==> src/rtl/cache2w_pkg.sv <==
`timescale 1ns/1ps
package cache2w_pkg;
    typedef enum logic [1:0] {
        ST_IDLE  = 2'd0,
        ST_WBACK = 2'd1,
        ST_FILL  = 2'd2
    } cst_e;
endpackage

==> src/rtl/cache2w_lookup.sv <==
`timescale 1ns/1ps
// Parallel tag compare across the ways of one set.
module cache2w_lookup #(
    parameter int WAYS  = 2,
    parameter int TAG_W = 7,
    localparam int WW   = (WAYS > 1) ? $clog2(WAYS) : 1
) (
    input  logic [WAYS-1:0]            vld,
    input  logic [WAYS-1:0][TAG_W-1:0] tags,
    input  logic [TAG_W-1:0]           req_tag,
    output logic [WAYS-1:0]            match,
    output logic                       hit,
    output logic [WW-1:0]              hit_way
);
    for (genvar g = 0; g < WAYS; g++) begin : g_cmp
        assign match[g] = vld[g] && (tags[g] == req_tag);
    end

    always_comb begin
        hit     = |match;
        hit_way = '0;
        for (int w = WAYS - 1; w >= 0; w--) begin
            if (match[w]) hit_way = WW'(w);
        end
    end
endmodule

==> src/rtl/cache2w_victim.sv <==
`timescale 1ns/1ps
// Placement: lowest invalid way first, otherwise the less recently used way.
module cache2w_victim #(
    parameter int WAYS = 2,
    localparam int WW  = (WAYS > 1) ? $clog2(WAYS) : 1
) (
    input  logic [WAYS-1:0] vld,
    input  logic [WW-1:0]   lru_way,
    output logic [WW-1:0]   victim
);
    logic [WW-1:0] free_way;
    logic          any_free;

    always_comb begin
        free_way = '0;
        for (int w = WAYS - 1; w >= 0; w--) begin
            if (!vld[w]) free_way = WW'(w);
        end
        any_free = ~&vld;
        victim   = any_free ? free_way : lru_way;
    end
endmodule

==> src/rtl/cache2w.sv <==
`timescale 1ns/1ps
module cache2w
    import cache2w_pkg::*;
#(
    parameter int ADDR_W = 8,
    parameter int DATA_W = 32,
    parameter int SETS   = 2,
    parameter int CNT_W  = 16
) (
    input  logic              clk,
    input  logic              rst_n,
    input  logic              cpu_req,
    input  logic              cpu_we,
    input  logic [ADDR_W-1:0] cpu_addr,
    input  logic [DATA_W-1:0] cpu_wdata,
    output logic [DATA_W-1:0] cpu_rdata,
    output logic              cpu_stall,
    output logic              mem_req,
    output logic              mem_we,
    output logic [ADDR_W-1:0] mem_addr,
    output logic [DATA_W-1:0] mem_wdata,
    input  logic [DATA_W-1:0] mem_rdata,
    input  logic              mem_ack,
    output logic [CNT_W-1:0]  hit_count,
    output logic [CNT_W-1:0]  miss_count
);
    localparam int WAYS  = 2;
    localparam int WW    = 1;
    localparam int IDX_W = (SETS > 1) ? $clog2(SETS) : 1;
    localparam int TAG_W = ADDR_W - IDX_W;

    typedef struct packed {
        cst_e                                   st;
        logic [WAYS-1:0][SETS-1:0]              vld;
        logic [WAYS-1:0][SETS-1:0]              drt;
        logic [WAYS-1:0][SETS-1:0][TAG_W-1:0]   tag;
        logic [WAYS-1:0][SETS-1:0][DATA_W-1:0]  dat;
        logic [SETS-1:0]                        lru;   // way to replace next
        logic [ADDR_W-1:0]                      addr;
        logic                                   we;
        logic [DATA_W-1:0]                      wdata;
        logic [WW-1:0]                          way;
        logic [CNT_W-1:0]                       hits;
        logic [CNT_W-1:0]                       misses;
    } state_t;

    state_t s_d, s_q;

    logic [IDX_W-1:0]            cur_idx, l_idx;
    logic [TAG_W-1:0]            cur_tag, l_tag;
    logic [WAYS-1:0]             set_vld;
    logic [WAYS-1:0][TAG_W-1:0]  set_tag;
    logic [WAYS-1:0]             match;
    logic                        hit;
    logic [WW-1:0]               hit_way;
    logic [WW-1:0]               victim;

    assign cur_idx = cpu_addr[IDX_W-1:0];
    assign cur_tag = cpu_addr[ADDR_W-1:IDX_W];
    assign l_idx   = s_q.addr[IDX_W-1:0];
    assign l_tag   = s_q.addr[ADDR_W-1:IDX_W];

    always_comb begin
        for (int w = 0; w < WAYS; w++) begin
            set_vld[w] = s_q.vld[w][cur_idx];
            set_tag[w] = s_q.tag[w][cur_idx];
        end
    end

    cache2w_lookup #(.WAYS(WAYS), .TAG_W(TAG_W)) u_lookup (
        .vld     (set_vld),
        .tags    (set_tag),
        .req_tag (cur_tag),
        .match   (match),
        .hit     (hit),
        .hit_way (hit_way)
    );

    cache2w_victim #(.WAYS(WAYS)) u_victim (
        .vld     (set_vld),
        .lru_way (s_q.lru[cur_idx]),
        .victim  (victim)
    );

    always_comb begin
        s_d       = s_q;
        cpu_rdata = '0;
        cpu_stall = 1'b0;
        mem_req   = 1'b0;
        mem_we    = 1'b0;
        mem_addr  = '0;
        mem_wdata = '0;
        unique case (s_q.st)
            ST_IDLE: begin
                if (cpu_req) begin
                    if (hit) begin
                        cpu_rdata              = s_q.dat[hit_way][cur_idx];
                        s_d.lru[cur_idx]       = ~hit_way;
                        s_d.hits               = s_q.hits + 1'b1;
                        if (cpu_we) begin
                            s_d.dat[hit_way][cur_idx] = cpu_wdata;
                            s_d.drt[hit_way][cur_idx] = 1'b1;
                        end
                    end else begin
                        cpu_stall = 1'b1;
                        s_d.addr  = cpu_addr;
                        s_d.we    = cpu_we;
                        s_d.wdata = cpu_wdata;
                        s_d.way   = victim;
                        if (s_q.vld[victim][cur_idx] && s_q.drt[victim][cur_idx])
                            s_d.st = ST_WBACK;
                        else
                            s_d.st = ST_FILL;
                    end
                end
            end
            ST_WBACK: begin
                cpu_stall = 1'b1;
                mem_req   = 1'b1;
                mem_we    = 1'b1;
                mem_addr  = {s_q.tag[s_q.way][l_idx], l_idx};
                mem_wdata = s_q.dat[s_q.way][l_idx];
                if (mem_ack) s_d.st = ST_FILL;
            end
            ST_FILL: begin
                mem_req   = 1'b1;
                mem_addr  = s_q.addr;
                cpu_stall = ~mem_ack;
                if (mem_ack) begin
                    cpu_rdata                = mem_rdata;
                    s_d.vld[s_q.way][l_idx]  = 1'b1;
                    s_d.tag[s_q.way][l_idx]  = l_tag;
                    s_d.drt[s_q.way][l_idx]  = s_q.we;
                    s_d.dat[s_q.way][l_idx]  = s_q.we ? s_q.wdata : mem_rdata;
                    s_d.lru[l_idx]           = ~s_q.way;
                    s_d.misses               = s_q.misses + 1'b1;
                    s_d.st                   = ST_IDLE;
                end
            end
            default: s_d.st = ST_IDLE;
        endcase
    end

    always_ff @(posedge clk) begin
        if (!rst_n) begin
            s_q    <= '0;
            s_q.st <= ST_IDLE;
        end else begin
            s_q <= s_d;
        end
    end

    assign hit_count  = s_q.hits;
    assign miss_count = s_q.misses;

    // Assertions
    p_one_match_r2: assert property (@(posedge clk) disable iff (!rst_n)
        (s_q.st == ST_IDLE && cpu_req) |-> $onehot0(match));

    p_fill_install_r3: assert property (@(posedge clk) disable iff (!rst_n)
        (s_q.st == ST_FILL && mem_ack) |=>
            (s_q.vld[$past(s_q.way)][$past(l_idx)] &&
             s_q.tag[$past(s_q.way)][$past(l_idx)] == $past(l_tag)));

    p_lru_mru_r4: assert property (@(posedge clk) disable iff (!rst_n)
        (s_q.st == ST_IDLE && cpu_req && hit) |=>
            (s_q.lru[$past(cur_idx)] == ~$past(hit_way)));

    p_hit_no_mem_r5: assert property (@(posedge clk) disable iff (!rst_n)
        (s_q.st == ST_IDLE && cpu_req && hit) |=> !mem_req);

    p_wb_then_fill_r6: assert property (@(posedge clk) disable iff (!rst_n)
        (mem_req && mem_we && mem_ack) |=> (mem_req && !mem_we));

    p_mem_hold_r8: assert property (@(posedge clk) disable iff (!rst_n)
        (mem_req && !mem_ack) |=> (mem_req && $stable(mem_addr) && $stable(mem_we)));

    p_stall_wait_r8: assert property (@(posedge clk) disable iff (!rst_n)
        (mem_req && !mem_ack) |-> cpu_stall);

    p_count_step_r9: assert property (@(posedge clk) disable iff (!rst_n)
        !((hit_count != $past(hit_count)) && (miss_count != $past(miss_count))));
endmodule

==> config.mk <==
export PLATFORM = sky130hd
export DESIGN_NAME = cache2w
export DESIGN_NICKNAME = d
export VERILOG_FILES = /design/src/rtl/cache2w_pkg.sv /design/src/rtl/cache2w_lookup.sv /design/src/rtl/cache2w_victim.sv /design/src/rtl/cache2w.sv
export SDC_FILE = /design/constraint.sdc
export NUM_CORES = 1
export LEC_CHECK = 0
export BUFFER_PORTS_ARGS = -buffer_cell sky130_fd_sc_hd__buf_2
export CAP_MARGIN = 20
export CELL_PAD_IN_SITES_DETAIL_PLACEMENT = 0
export CELL_PAD_IN_SITES_GLOBAL_PLACEMENT = 1
export CORE_AREA = 3 3 181 183
export DETAILED_ROUTE_END_ITERATION = 8
export DIE_AREA = 0 0 184 186
export PLACE_DENSITY_LB_ADDON = 0.3
export SYNTH_ARGS = -nofsm -noshare
export SYNTH_HDL_FRONTEND = slang
export SYNTH_SLANG_ARGS = --single-unit
==> constraint.sdc <==
create_clock -name clk -period 3.9 [get_ports clk]
set_clock_uncertainty 0.2 [all_clocks]
set_input_delay 0.195 -clock clk [delete_from_list [all_inputs] [get_ports clk]]
set_output_delay 0.195 -clock clk [all_outputs]
set_load 0.05 [all_outputs]
# Word level (Yosys, flattened, before mapping)
# Index checks and enable logic that the tools add are counted.
# Widths: inputs -> output; s select.
dict set report totals {
  reg_bits 242
  out_inout_bits 107
  elab_cells 154
}
dict set report classes {
  n_addsub 2
  order_cmp 9
  eq_ne 10
  muxes 89
  n_bitwise 6
  n_reduce_logical 18
}
# operator n
set ops {}
lappend ops {{$mux 64} 6}
lappend ops {{$mux 32} 11}
lappend ops {{$pmux 130 s2} 1}
lappend ops {{$bwmux 128} 2}
lappend ops {{$mux 188} 1}
lappend ops {{$mux 168} 1}
lappend ops {{$mux 130} 1}
lappend ops {{$demux 64 s1} 2}
lappend ops {{$mux 128} 1}
lappend ops {{$demux 32 s1} 2}
lappend ops {{$pmux 32 s2} 1}
lappend ops {{$mux 7} 7}
lappend ops {{$mux 14} 3}
lappend ops {{$mux 42} 1}
lappend ops {{$add 16x1->16 const B} 2}
lappend ops {{$bwmux 28} 1}
lappend ops {{$mux 1} 21}
lappend ops {{$mux 2} 10}
lappend ops {{$mux 16} 1}
lappend ops {{$pmux 8 s2} 1}
lappend ops {{$demux 14 s1} 1}
lappend ops {{$eq 7x7->1} 2}
lappend ops {{$mux 4} 3}
lappend ops {{$ne 2x2->1 const B} 6}
lappend ops {{other kinds (22)} 46}

# Logic depth before layout (Yosys ltp)
dict set report logic_depth {
  word_depth 15
  ltp_mapped 13
  depth_no_buf 8
}

# Cells and area by module
# A second synthesis with hierarchy kept.
dict set report unflattened {
  hier_cells 1469
  hier_area_um2 13640.6
}
# mod n_inst cells_per_inst area_each_um2
set by_module_without_submodules {}
lappend by_module_without_submodules {cache2w 1 1444 13455.4}
lappend by_module_without_submodules {cache2w_lookup 1 23 173.9}
lappend by_module_without_submodules {cache2w_victim 1 2 11.3}

# Least setup slack after synthesis
# Ideal clock, no wire load.
dict set report synth_path {
  path_kind {input-to-output}
  startpoint {input port cpu_addr[0]}
  endpoint {output port cpu_rdata[11]}
  t_arrival_ns 2.988
  required_time_ns 3.505
  slack_ns 0.517
  stages 12
  path_cell_list {buf_6 buf_4 mux2i_1 xor2_1 nand2_1 nor4_4 buf_4 o211ai_2 or2_2 clkbuf_1 buf_2 o211ai_1}
}
dict set report synth_via {
  elab_chain_len 13
  elab_cells_between_ends 22
  classes_between {2 x eq/ne; 17 x mux; 3 x reduce/logical}
}
# element line_no
set synth_lines {}
lappend synth_lines {{start: declaration} cache2w.sv:14} ;# input logic [ADDR_W-1:0] cpu_addr,
lappend synth_lines {{$mux 7 (implied by the code) (2 in series)} cache2w.sv:66} ;# set_tag[w] = s_q.tag[w][cur_idx];
lappend synth_lines {{$eq 7x7->1} cache2w_lookup.sv:16} ;# assign match[g] = vld[g] && (tags[g] == req_tag);
lappend synth_lines {{$logic_and 1x1->1} cache2w_lookup.sv:16}
lappend synth_lines {{$mux 1 (2 in series)} cache2w_lookup.sv:23} ;# if (match[w]) hit_way = WW'(w);
lappend synth_lines {{$mux 64 (implied by the code) (2 in series)} cache2w.sv:97} ;# cpu_rdata = s_q.dat[hit_way][cur_idx];
lappend synth_lines {{$mux 32 (implied by the code) (2 in series)} cache2w.sv:97}
lappend synth_lines {{$mux 32 *} cache2w.sv:96} ;# if (hit) begin
lappend synth_lines {{$mux 32 *} cache2w.sv:95} ;# if (cpu_req) begin
lappend synth_lines {{$pmux 32 s2 *} cache2w.sv:93} ;# unique case (s_q.st)
lappend synth_lines {{end: declaration} cache2w.sv:16} ;# output logic [DATA_W-1:0] cpu_rdata,
# Mark *: on every way between the ends. The rest lies on a longest branch, timed or not. The select of a mux whose other input is x is not followed.

# Worst setup path after layout
dict set report layout_path {
  startpoint {input port cpu_addr[5]}
  endpoint {output port cpu_rdata[0]}
}
dict set report layout_via {
  elab_chain_len 11
  elab_cells_between_ends 14
  classes_between {2 x eq/ne; 9 x mux; 3 x reduce/logical}
}
# element line_no
set layout_lines {}
lappend layout_lines {{$eq 7x7->1} cache2w_lookup.sv:16}
lappend layout_lines {{$logic_and 1x1->1} cache2w_lookup.sv:16}
lappend layout_lines {{$mux 1 (2 in series)} cache2w_lookup.sv:23}
lappend layout_lines {{$mux 64 (implied by the code) (2 in series)} cache2w.sv:97}
lappend layout_lines {{$mux 32 (implied by the code) (2 in series)} cache2w.sv:97}
lappend layout_lines {{$mux 32 *} cache2w.sv:96}
lappend layout_lines {{$mux 32 *} cache2w.sv:95}
lappend layout_lines {{$pmux 32 s2 *} cache2w.sv:93}
# Marks and branches as above.

==> reports/metrics.yaml <==
sta:
  holdWs_ns: 0.0510
  hold_viol_final: 0
  rsz0062_at_grt: "false"
  finalSetupViolCount: 0
  worst_pin_slew_ns: 0.989
  finalCriticalPeriod_ns: 3.75
  tns_ns: 0
  max_freq_mhz: 267
  slew_headroom: 0.340
  min_period_over_period: 0.961
  drv_slew: 0
worst_setup_path:
  slowest_delay_ns: 0.53
  rr_endpoint: "hit_count[14]"
  critPathKind: "in2out"
  path_common_cell: "buf_2"
  start_kind: "input port"
  cp.arrival_ns: 3.35
  r2r-start: "s_q[218]"
  cp_cell_sequence: "dlygate4sd3_1 -> buf_2 -> xnor2_1 -> and3_1 -> o21ai_0 -> or4_4 -> buf_4 -> buf_12 -> nand3_1 -> a211o_1 -> o211ai_1 -> buf_2"
  crit_fanout: 70
  crit_required_ns: 3.50
  critical_path.endpoint_type: "output pin"
  worst_path_max_delay_cell: "dlygate4sd3_1"
  rr_worst_depth: 8
  reg2reg_slack_ns: 0.58
floorplan:
  die_h_um: 186
  die_area_um2: 34200
  num_rows: 65
  core_region_area_um2: 31400
  die_x_um: 184
  start_util: 0.478
  design.portCount: 184
layout:
  drive_above_1_share: 0.231
  nNetsFinal: 1975
  syn_to_final_growth_pct: 16.6
  num-fill-cells: 2938
  instances_no_fill: 2315
  diodes: 0
synth:
  syn_area_um2: 15000
  synthDistinctLibCells: 55
  synth_cells: 1814
  yosys.area.top_type_share: 0.323
  synth-main-ff-cell: "dfxtp_1"
  synthTopCellsByCount: "dfxtp_1, nand2_1, a21oi_1, clkbuf_1, nor2_1"
  synth.area.top_cells: "dfxtp_1, a21oi_1, mux4_2"
  ys_seq_elements: 242
  synth_edf_count: 0
  ys_async_sr_fraction: 0
  syn_nets: 1897
  yosysSeqAreaShare: 0.323
  yosys.area.top_type: "dfxtp_1"
  yosysWarnings: 0
  yosysMostFrequentCell: "dfxtp_1"
  avgSynthCellArea_um2: 8.27
clock_tree:
  cts_buffers: 29
  cts_max_level: 1
  post-cts-setup-buffers: 0
  clk_latency_ns: 0.55
  cts_root_buf: "clkbuf_16"
  cts.sink_count: 242
  clk_path_buf_depth: 3
  cts_tree: "yes"
  path_clk_slew_ns: 0.07
global_route:
  grt_start_max_net_pins: 99
  grt_antenna_before_repair: 0
  track_usage: 0.304
  gr-usage-met3: 0.0547
  grt_use_met1: 0.421
  overflow: 0
  grt_pass1_vias: 14400
  grtUsageMet2: 0.468
  grt_pass1_wl_mm: 83.8
  grt-busiest-layer: "met2"
pwr:
  vdd_drop_max_v: 0.000402
  powerDensity_nw_per_um2: 575
  power_uw: 10100
  leakagePower_uw: 0.00611
hold_path:
  min_path_cells: 3
  hp-class: "in2reg"
  holdPathEnd: "s_q[236]"
  hold_start: "rst_n"
route:
  first_pass_iters: 6
  postRouteAntennaNets: 0
  routedWlPerCell_um: 23.6
  first_iter_violations: 1982
  drcViolationCount: 0
  routed_wl_mm: 54.7
  num_vias: 15300
  avgViaCountPerCell: 6.63
placed_design:
  port_buffers: 183
  hpwl_mm: 31.7
  dpl.cell_count: 2219
  gp_congestion: 0.840
flow_run:
  maxCapViolations: 0
status:
  status: "complete, no violations"
[power breakdown]
group	switching [µW]	total, µW	internal [µW]
registers	404	3390	2980
clock network	1110	2980	1870
logic	2320	3690	1370
[layout by cell type (no fill, tap or decap), types with 42 or more instances in the layout]
master,Yosys,layout
dfxtp_1,242,239
a211oi_1,48,48
buf_2,23,182
a21oi_1,187,185
nor3_1,55,55
o221a_2,64,64
nand2_1,204,204
dlygate4sd3_1,0,42
nor2_1,87,87
buf_4,38,46
o22ai_1,64,64
mux2i_1,47,47
o21ai_0,49,49
or4_1,52,51
inv_1,73,73
[critical path, delay by kind of cell]
family | cells | cell delay (ns)
and+or+nand+nor | 3 | 0.52
xor gates and xnor gates | 1 | 0.13
AOI/OAI and AO/OA | 3 | 0.68
buffers and inverters | 5 | 1.72
[worst max path at each step]
stage | start | endpoint | slack (ns)
final | cpu_addr[5] | cpu_rdata[0] | 0.15
after global routing | cpu_addr[5] | cpu_rdata[0] | 0.06
after CTS | s_q[216] | cpu_rdata[14] | 0.01
after detailed placement | cpu_addr[0] | cpu_rdata[0] | 0.31
after global placement | cpu_addr[0] | cpu_rdata[0] | 0.38
after floorplan | cpu_addr[0] | cpu_rdata[11] | 0.52
[sequential cells by signal (all words and copies together) (netlist names)]
| name | flops |
|---|---|
| s_q | 202 |
| miss_count | 16 |
| l_tag | 7 |
| hit_count | 16 |
| l_idx | 1 |
[per-layer routing]
layer	routed length [µm]	share of wire
met1	23200	0.42
met3	5010	0.092
met5	0	0
met4	2120	0.039
met2	24400	0.45
[layout make-up]
cell class / instances / area, µm² / share of cell area
clock buffer: 42 / 835 / 0.0477
sequential: 242 / 4850 / 0.277
clock inverter: 10 / 203 / 0.0116
multi-input combinational: 1262 / 8890 / 0.508
timing repair buffer: 283 / 1930 / 0.110
tap: 402 / 503 / 0.0288
inverter: 74 / 283 / 0.0162
[repair_timing]
item	CTS	global route
endpoints found under the hold margin	89	0
hold buffers	42	0
resized for setup	1	6
pin swaps	0	1
endpoints found under the setup margin	23	24
[per-stage QoR]
stage	area, µm²	worst slack (ns)	utilization
after floorplan	15000	0.517	-
after global placement	16000	0.380	0.509
after detailed placement	16000	0.311	0.509
after CTS	17400	0.0133	0.555
after global routing	17500	0.0632	0.557
final	17500	0.154	0.557
[logic make-up (layout without fill, tap and decap cells)]
family / Yosys count / count (layout) / synth area share
compound gates: 602 / 602 / 0.299
buf+inv: 310 / 409 / 0.0916
xor+xnor: 32 / 32 / 0.0187
fa+ha+maj: 6 / 6 / 0.00500
simple gates: 536 / 536 / 0.173
mux: 86 / 86 / 0.0899
flops: 242 / 242 / 0.323
Power figures use the tool's default switching activity.
